File: src/rtl/ldst_pkg.sv
package ldst_pkg;
  // Byte ordering used to place word bytes on memory lanes
  typedef enum logic {
    ORDER_LITTLE = 1'b0,
    ORDER_BIG    = 1'b1
  } byte_order_e;

  localparam int BYTE_W = 8;
endpackage

File: src/rtl/ldst_agen.sv
module ldst_agen #(
  parameter int ADDR_W = 32,
  parameter int OFF_W  = 16,
  parameter int BYTES  = 4
) (
  input  logic [ADDR_W-1:0] base_i,
  input  logic [OFF_W-1:0]  offset_i,
  output logic [ADDR_W-1:0] eff_addr_o,
  output logic [ADDR_W-1:0] word_addr_o,
  output logic              aligned_o
);
  localparam int LOW_W = (BYTES > 1) ? $clog2(BYTES) : 1;
  localparam int EXT_W = ADDR_W - OFF_W;

  logic [ADDR_W-1:0] offset_ext;

  // Sign-extend the displacement, then add with natural wrap
  always_comb begin
    offset_ext  = {{EXT_W{offset_i[OFF_W-1]}}, offset_i};
    eff_addr_o  = base_i + offset_ext;
    aligned_o   = (eff_addr_o[LOW_W-1:0] == '0);
    word_addr_o = {eff_addr_o[ADDR_W-1:LOW_W], {LOW_W{1'b0}}};
  end
endmodule

File: src/rtl/ldst_lane_map.sv
module ldst_lane_map
  import ldst_pkg::*;
#(
  parameter int BYTES = 4
) (
  input  byte_order_e             order_i,
  input  logic [BYTES*BYTE_W-1:0] word_i,
  output logic [BYTES*BYTE_W-1:0] lanes_o
);
  // Lane k pairs with byte k (little) or byte BYTES-1-k (big).
  // The mapping is its own inverse, so one block serves both directions.
  for (genvar k = 0; k < BYTES; k++) begin : g_lane
    always_comb begin
      if (order_i == ORDER_BIG)
        lanes_o[k*BYTE_W +: BYTE_W] = word_i[(BYTES-1-k)*BYTE_W +: BYTE_W];
      else
        lanes_o[k*BYTE_W +: BYTE_W] = word_i[k*BYTE_W +: BYTE_W];
    end
  end
endmodule

File: src/rtl/ldst_ctrl.sv
module ldst_ctrl
  import ldst_pkg::*;
#(
  parameter int IDX_W = 5
) (
  input  logic             clk,
  input  logic             rst_i_n,
  input  logic             req_valid_i,
  input  logic             req_store_i,
  input  logic [IDX_W-1:0] req_reg_i,
  input  byte_order_e      req_order_i,
  input  logic             aligned_i,
  input  logic             mem_rvalid_i,
  output logic             req_ready_o,
  output logic             issue_o,
  output logic             pend_o,
  output logic [IDX_W-1:0] pend_reg_o,
  output byte_order_e      pend_order_o,
  output logic             err_o
);
  logic             pend_q, pend_d;
  logic [IDX_W-1:0] pend_reg_q, pend_reg_d;
  byte_order_e      pend_order_q, pend_order_d;
  logic             err_q, err_d;
  logic             accept, load_issue, capture_en;

  // Next-state logic
  always_comb begin
    req_ready_o  = ~pend_q;
    accept       = req_valid_i & req_ready_o;
    issue_o      = accept & aligned_i;
    load_issue   = issue_o & ~req_store_i;
    capture_en   = load_issue;
    err_d        = accept & ~aligned_i;
    if (pend_q) pend_d = ~mem_rvalid_i;
    else        pend_d = load_issue;
    pend_reg_d   = capture_en ? req_reg_i   : pend_reg_q;
    pend_order_d = capture_en ? req_order_i : pend_order_q;
  end

  // State registers
  always_ff @(posedge clk or negedge rst_i_n) begin
    if (!rst_i_n) begin
      pend_q       <= 1'b0;
      pend_reg_q   <= '0;
      pend_order_q <= ORDER_LITTLE;
      err_q        <= 1'b0;
    end else begin
      pend_q       <= pend_d;
      pend_reg_q   <= pend_reg_d;
      pend_order_q <= pend_order_d;
      err_q        <= err_d;
    end
  end

  always_comb begin
    pend_o       = pend_q;
    pend_reg_o   = pend_reg_q;
    pend_order_o = pend_order_q;
    err_o        = err_q;
  end

  // a load still waiting keeps the port closed next cycle
  p_stall_pending_r6: assert property (@(posedge clk) disable iff (!rst_i_n)
    (pend_q && !mem_rvalid_i) |=> !req_ready_o);

  // the error pulse traces back to a misaligned acceptance
  p_err_source_r5: assert property (@(posedge clk) disable iff (!rst_i_n)
    err_q |-> $past(req_valid_i && req_ready_o && !aligned_i));

  // captured byte order is held while the load is outstanding
  p_order_hold_r8: assert property (@(posedge clk) disable iff (!rst_i_n)
    (pend_q && !mem_rvalid_i) |=> $stable(pend_order_q));
endmodule

File: src/rtl/ldst_unit.sv
module ldst_unit
  import ldst_pkg::*;
#(
  parameter int ADDR_W = 32,
  parameter int OFF_W  = 16,
  parameter int BYTES  = 4,
  parameter int IDX_W  = 5
) (
  input  logic                    clk,
  input  logic                    rst_n,
  input  logic                    cfg_big_endian,
  input  logic                    req_valid,
  output logic                    req_ready,
  input  logic                    req_store,
  input  logic [ADDR_W-1:0]       req_base,
  input  logic [OFF_W-1:0]        req_offset,
  input  logic [IDX_W-1:0]        req_reg,
  input  logic [BYTES*8-1:0]      req_wdata,
  output logic                    mem_req,
  output logic [ADDR_W-1:0]       mem_addr,
  output logic [BYTES-1:0]        mem_we,
  output logic [BYTES*8-1:0]      mem_wdata,
  input  logic                    mem_rvalid,
  input  logic [BYTES*8-1:0]      mem_rdata,
  output logic                    wb_valid,
  output logic [IDX_W-1:0]        wb_reg,
  output logic [BYTES*8-1:0]      wb_data,
  output logic                    align_err
);
  localparam int LOW_W = (BYTES > 1) ? $clog2(BYTES) : 1;

  // Reset: asserts at once, releases after two clock edges
  logic [1:0] rst_sync_q;
  logic       rst_i_n;

  always_ff @(posedge clk or negedge rst_n) begin
    if (!rst_n) rst_sync_q <= 2'b00;
    else        rst_sync_q <= {rst_sync_q[0], 1'b1};
  end
  assign rst_i_n = rst_sync_q[1];

  logic [ADDR_W-1:0] eff_addr, word_addr;
  logic              aligned;
  logic              ctrl_ready, issue, pend;
  logic [IDX_W-1:0]  pend_reg;
  byte_order_e       cur_order, pend_order;
  logic [BYTES*8-1:0] store_lanes, load_word;

  assign cur_order = byte_order_e'(cfg_big_endian);

  ldst_agen #(.ADDR_W(ADDR_W), .OFF_W(OFF_W), .BYTES(BYTES)) u_agen (
    .base_i      (req_base),
    .offset_i    (req_offset),
    .eff_addr_o  (eff_addr),
    .word_addr_o (word_addr),
    .aligned_o   (aligned)
  );

  ldst_ctrl #(.IDX_W(IDX_W)) u_ctrl (
    .clk          (clk),
    .rst_i_n      (rst_i_n),
    .req_valid_i  (req_valid & rst_i_n),
    .req_store_i  (req_store),
    .req_reg_i    (req_reg),
    .req_order_i  (cur_order),
    .aligned_i    (aligned),
    .mem_rvalid_i (mem_rvalid),
    .req_ready_o  (ctrl_ready),
    .issue_o      (issue),
    .pend_o       (pend),
    .pend_reg_o   (pend_reg),
    .pend_order_o (pend_order),
    .err_o        (align_err)
  );

  ldst_lane_map #(.BYTES(BYTES)) u_store_map (
    .order_i (cur_order),
    .word_i  (req_wdata),
    .lanes_o (store_lanes)
  );

  ldst_lane_map #(.BYTES(BYTES)) u_load_map (
    .order_i (pend_order),
    .word_i  (mem_rdata),
    .lanes_o (load_word)
  );

  always_comb begin
    req_ready = ctrl_ready & rst_i_n;
    mem_req   = issue;
    mem_addr  = word_addr;
    mem_we    = (issue && req_store) ? {BYTES{1'b1}} : '0;
    mem_wdata = store_lanes;
    wb_valid  = pend & mem_rvalid & (pend_reg != '0);
    wb_reg    = pend_reg;
    wb_data   = load_word;
  end

  // misaligned requests never reach memory
  p_no_access_misaligned_r5: assert property (@(posedge clk) disable iff (!rst_i_n)
    (req_valid && !aligned) |-> (!mem_req && mem_we == '0));

  // memory sees only word-aligned addresses
  p_word_addr_r1: assert property (@(posedge clk) disable iff (!rst_i_n)
    mem_req |-> (mem_addr[LOW_W-1:0] == '0 && mem_addr == eff_addr));

  // index 0 never gets a write-back
  p_r0_no_wb_r7: assert property (@(posedge clk) disable iff (!rst_i_n)
    wb_valid |-> (wb_reg != '0));

  // an issued store enables every lane
  p_store_all_lanes_r2: assert property (@(posedge clk) disable iff (!rst_i_n)
    (mem_req && req_store) |-> (&mem_we));

  // write-back appears only for an outstanding load
  p_wb_needs_pending_r3: assert property (@(posedge clk) disable iff (!rst_i_n)
    wb_valid |-> (pend && mem_rvalid));
endmodule

File: config.mk
export PLATFORM = sky130hd
export DESIGN_NAME = ldst_unit
export DESIGN_NICKNAME = d
export VERILOG_FILES = /design/src/rtl/ldst_pkg.sv /design/src/rtl/ldst_agen.sv /design/src/rtl/ldst_lane_map.sv /design/src/rtl/ldst_ctrl.sv /design/src/rtl/ldst_unit.sv
export SDC_FILE = /design/constraint.sdc
export NUM_CORES = 1
export LEC_CHECK = 0
export ABC_AREA = 1
export CAP_MARGIN = 20
export CORE_ASPECT_RATIO = 2
export CORE_UTILIZATION = 33
export CTS_BUF_LIST = sky130_fd_sc_hd__clkbuf_8 sky130_fd_sc_hd__clkbuf_16
export DETAILED_ROUTE_END_ITERATION = 10
export GPL_TIMING_DRIVEN = 0
export PLACE_DENSITY = 0.75
export SLEW_MARGIN = 20
export SYNTH_ARGS = -nofsm -noshare
export SYNTH_HDL_FRONTEND = slang
export SYNTH_HIERARCHICAL = 1
export SYNTH_SLANG_ARGS = --single-unit
File: constraint.sdc
create_clock -name clk -period 2.7 [get_ports clk]
set_clock_uncertainty 0.2 [all_clocks]
set_input_delay 0.405 -clock clk [delete_from_list [all_inputs] [get_ports clk]]
set_output_delay 0.405 -clock clk [all_outputs]
set_load 0.05 [all_outputs]
==> results by group <==
Finish
  • # fillers: 1,095
  • Finished Layout Cells: 1,198
  • Net count, final: 1,204
  • Post-layout util: 62.87%
  • Commonest non-fill, non-tap cells in the layout: nand2_1 (352), clkdlybuf4s50_1 (115), inv_1 (108)
  • Share of layout cells above drive strength 1: 29.13%
  • Commonest non-fill, non-tap cell in the layout: nand2_1
  • Syn-to-layout area delta: 86.24%
  • Design area: 0.007622 sq mm

Floorplan
  • Die X: 80.75 microns
  • DIE AREA: 0.01288 sq mm
  • Num rows: 57
  • Initial Utilization: 33.76%
  • Chip Height: 159.5 microns
  • # IOs: 232
  • Core footprint: 0.01212 sq mm

Yosys
  • Synth cell types: 32
  • Adder-Cell Fraction of Synth Area: 9.966%
  • Main synth FF type: dfrtp_1
  • Async S/R FF share, synth: 100.0%
  • Cell count after synthesis: 791
  • Xor/xnor share of the synthesized area: 3.424%
  • Syn. warnings: 6
  • FF+latch count, synth: 10
  • Post-synthesis compound-gate area fraction: 3.210%
  • Synth Cell Area: 0.004093 sq mm
  • Syn Area/Cell: 5.174 sq um
  • Register area share after synthesis: 6.114%
  • Post-synth EDFFs: 0
  • Main combinational cell family by area after synthesis: simple AND/OR/NAND/NOR gates
  • Post-synthesis mux area share: 0%
  • Simple-gate area share of the yosys netlist: 54.20%

Critical path
  • Slowest stage delay, CP: 350 ps
  • WP buf/inv: 4
  • Worst Reg2Reg Path Length in Cells: 5
  • Origin of the critical flop-to-flop path: rst_sync_q[1]$_DFF_PN0_
  • Crit Reg-Reg Endpoint: u_ctrl/pend_reg_o[0]$_DFFE_PN0P_
  • R2R setup slack: 1400 ps
  • CP top delay family: buffers and inverters
  • Worst-path fanout max: 4
  • WP data required: 2100 ps
  • CP endpoint kind: output port
  • Worst EP arrival: 2100 ps
  • Crit path depth: 11
  • Worst setup SP type: input port
  • Crit path kind: in -> out
  • Crit path cell chain: clkdlybuf4s15_1 > ha_4 > nand2_4 > inv_2 > nand2_2 > nor3_2 > nand2_2 > nand2_4 > xor2_1 > buf_4 > buf_4
  • Crit-path slowest cell: ha_4

Detailed routing
  • Per-cell routed wire length: 15.74 microns
  • Vias per cell: 4.733
  • DRT iter0 DRCs: 202
  • Post-route ant nets: 0
  • DRC viols: 0
  • Routed vias: 5,670
  • Final wirelength: 18.86 mm
  • First-pass DRT Iterations: 4

STA
  • Final Hold Viols: 0
  • RSZ-0062 raised after global routing: yes
  • Slew margin rel.: 55.26%
  • Final setup vio count: 1
  • Hold_ws: 146.5 ps
  • Count of final max-slew check failures: 0
  • Fin worst setup slack: -1.365 ps
  • Period utilization: 100.1%
  • Peak Freq: 370.2 MHz
  • TNS Setup: -1.365 ps
  • Pin slew with the least headroom to its limit: 669.0 ps
  • Fin crit period: 2701 ps

Global route
  • GRT Overall Usage: 28.28%
  • Congestion Overflow GR: 0
  • Pin count of the biggest net entering global routing: 18
  • Vias in the first global route: 5,366
  • Initial antenna violation count: 4
  • First-pass GRT wire length: 27.45 mm

Power and ir drop
  • P_leak: 4.198 nW
  • Final Power: 3.785 mW
  • Power Density: 496.6 mW/mm^2
  • VDD IR max: 449.8 uV

Placed design
  • Placed cell count: 1,168
  • Port buffer count: 229
  • Placement Setup Slack: -1579 ps
  • DP Area: 0.006619 sq mm
  • Routability-driven placement congestion ratio: 0.9869
  • HPWL Detailed: 15.14 mm

Run
  • Total of max-cap violations: 0

CTS
  • Worst skew pair latency: 230 ps
  • Root Buffer: clkbuf_16
  • Clock sinks: 10
  • CTS Buf Count: 3
  • Clock slew at reported path FFs: 40 ps
  • H-Tree Depth: 1
  • Max clock buf depth: 2
  • CTS tree: built

Run status
  • Failing checks: setup timing
  • Status: complete, but fails checks

Hold path
  • Hold WC Path Type: in -> async
power breakdown:
part           switching [mW]  total [mW]  internal (mW)
clock network          0.0635       0.255          0.192
logic                    2.09        3.32           1.22
registers              0.0282       0.212          0.184
worst max-delay path by stage:
stage	from	endpoint	slack [ps]
detailed placement	req_offset[15]	mem_addr[31]	-1580
CTS	req_base[25]	mem_addr[31]	-30
global route	req_base[11]	mem_addr[29]	-100
floorplan	req_base[0]	mem_we[1]	30
finish	req_base[11]	mem_addr[13]	-1
global placement	req_offset[15]	mem_addr[25]	-1590
final cells by class:
cell class                 count  area [sq um]  area share [%]
antenna                        4         10.01          0.1313
clock buffer                   3         75.07          0.9849
sequential                    10         250.2           3.283
tap                          147         183.9           2.413
inverter                     123         480.5           6.303
multi-input combinational    609          3725           48.87
timing repair buffer         254          2430           31.88
buffer                        48         467.9           6.139
cell usage after synthesis, types with 4 or more instances:
cell / instances / area share [%]
nand2_2: 36 / 5.5
nand2_1: 408 / 37
nand3_1: 24 / 2.9
xor2_1: 14 / 3.0
buf_4: 36 / 6.6
nor3_1: 4 / 0.49
nand4_1: 9 / 1.4
inv_1: 115 / 11
a21oi_1: 19 / 2.3
dfrtp_1: 10 / 6.1
nand3_2: 4 / 0.98
clkbuf_8: 6 / 2.0
buf_6: 6 / 1.7
ha_1: 31 / 9.5
nor2_1: 41 / 3.8
inv_2: 5 / 0.46
layer usage:
layer	GRT usage (%)	vias to the layer above	share of wire, %
met4	12.58	0	4.3
met1	23.96	2498	31
li1	-	2850	-
met2	56.16	265	54
met3	8.883	57	11
met5	0	-	0
kinds of logic after synthesis:
logic type                 count (synthesis)
and+or+nand+nor                          534
adders and majority gates                 32
buffers and inverters                    173
other                                      2
AOI/OAI and AO/OA                         24
DFF                                       10
xor gates and xnor gates                  16
registers in the layout (all words and copies together), names as in the netlist:
name,count
u_ctrl/pend_reg_o,5
rst_sync_q,2
u_ctrl/err_o,1
u_ctrl/pend_o,1
u_ctrl/pend_order_o,1
repair_timing:
action                                 CTS  global route
setup endpoints to repair               67            27
hold buffers                             1             0
setup buffers                           12            12
resized for setup                      419            90
endpoints found under the hold margin    8             0
pin swaps                               37            46
Note: power is estimated with default switching activity, not from simulation.
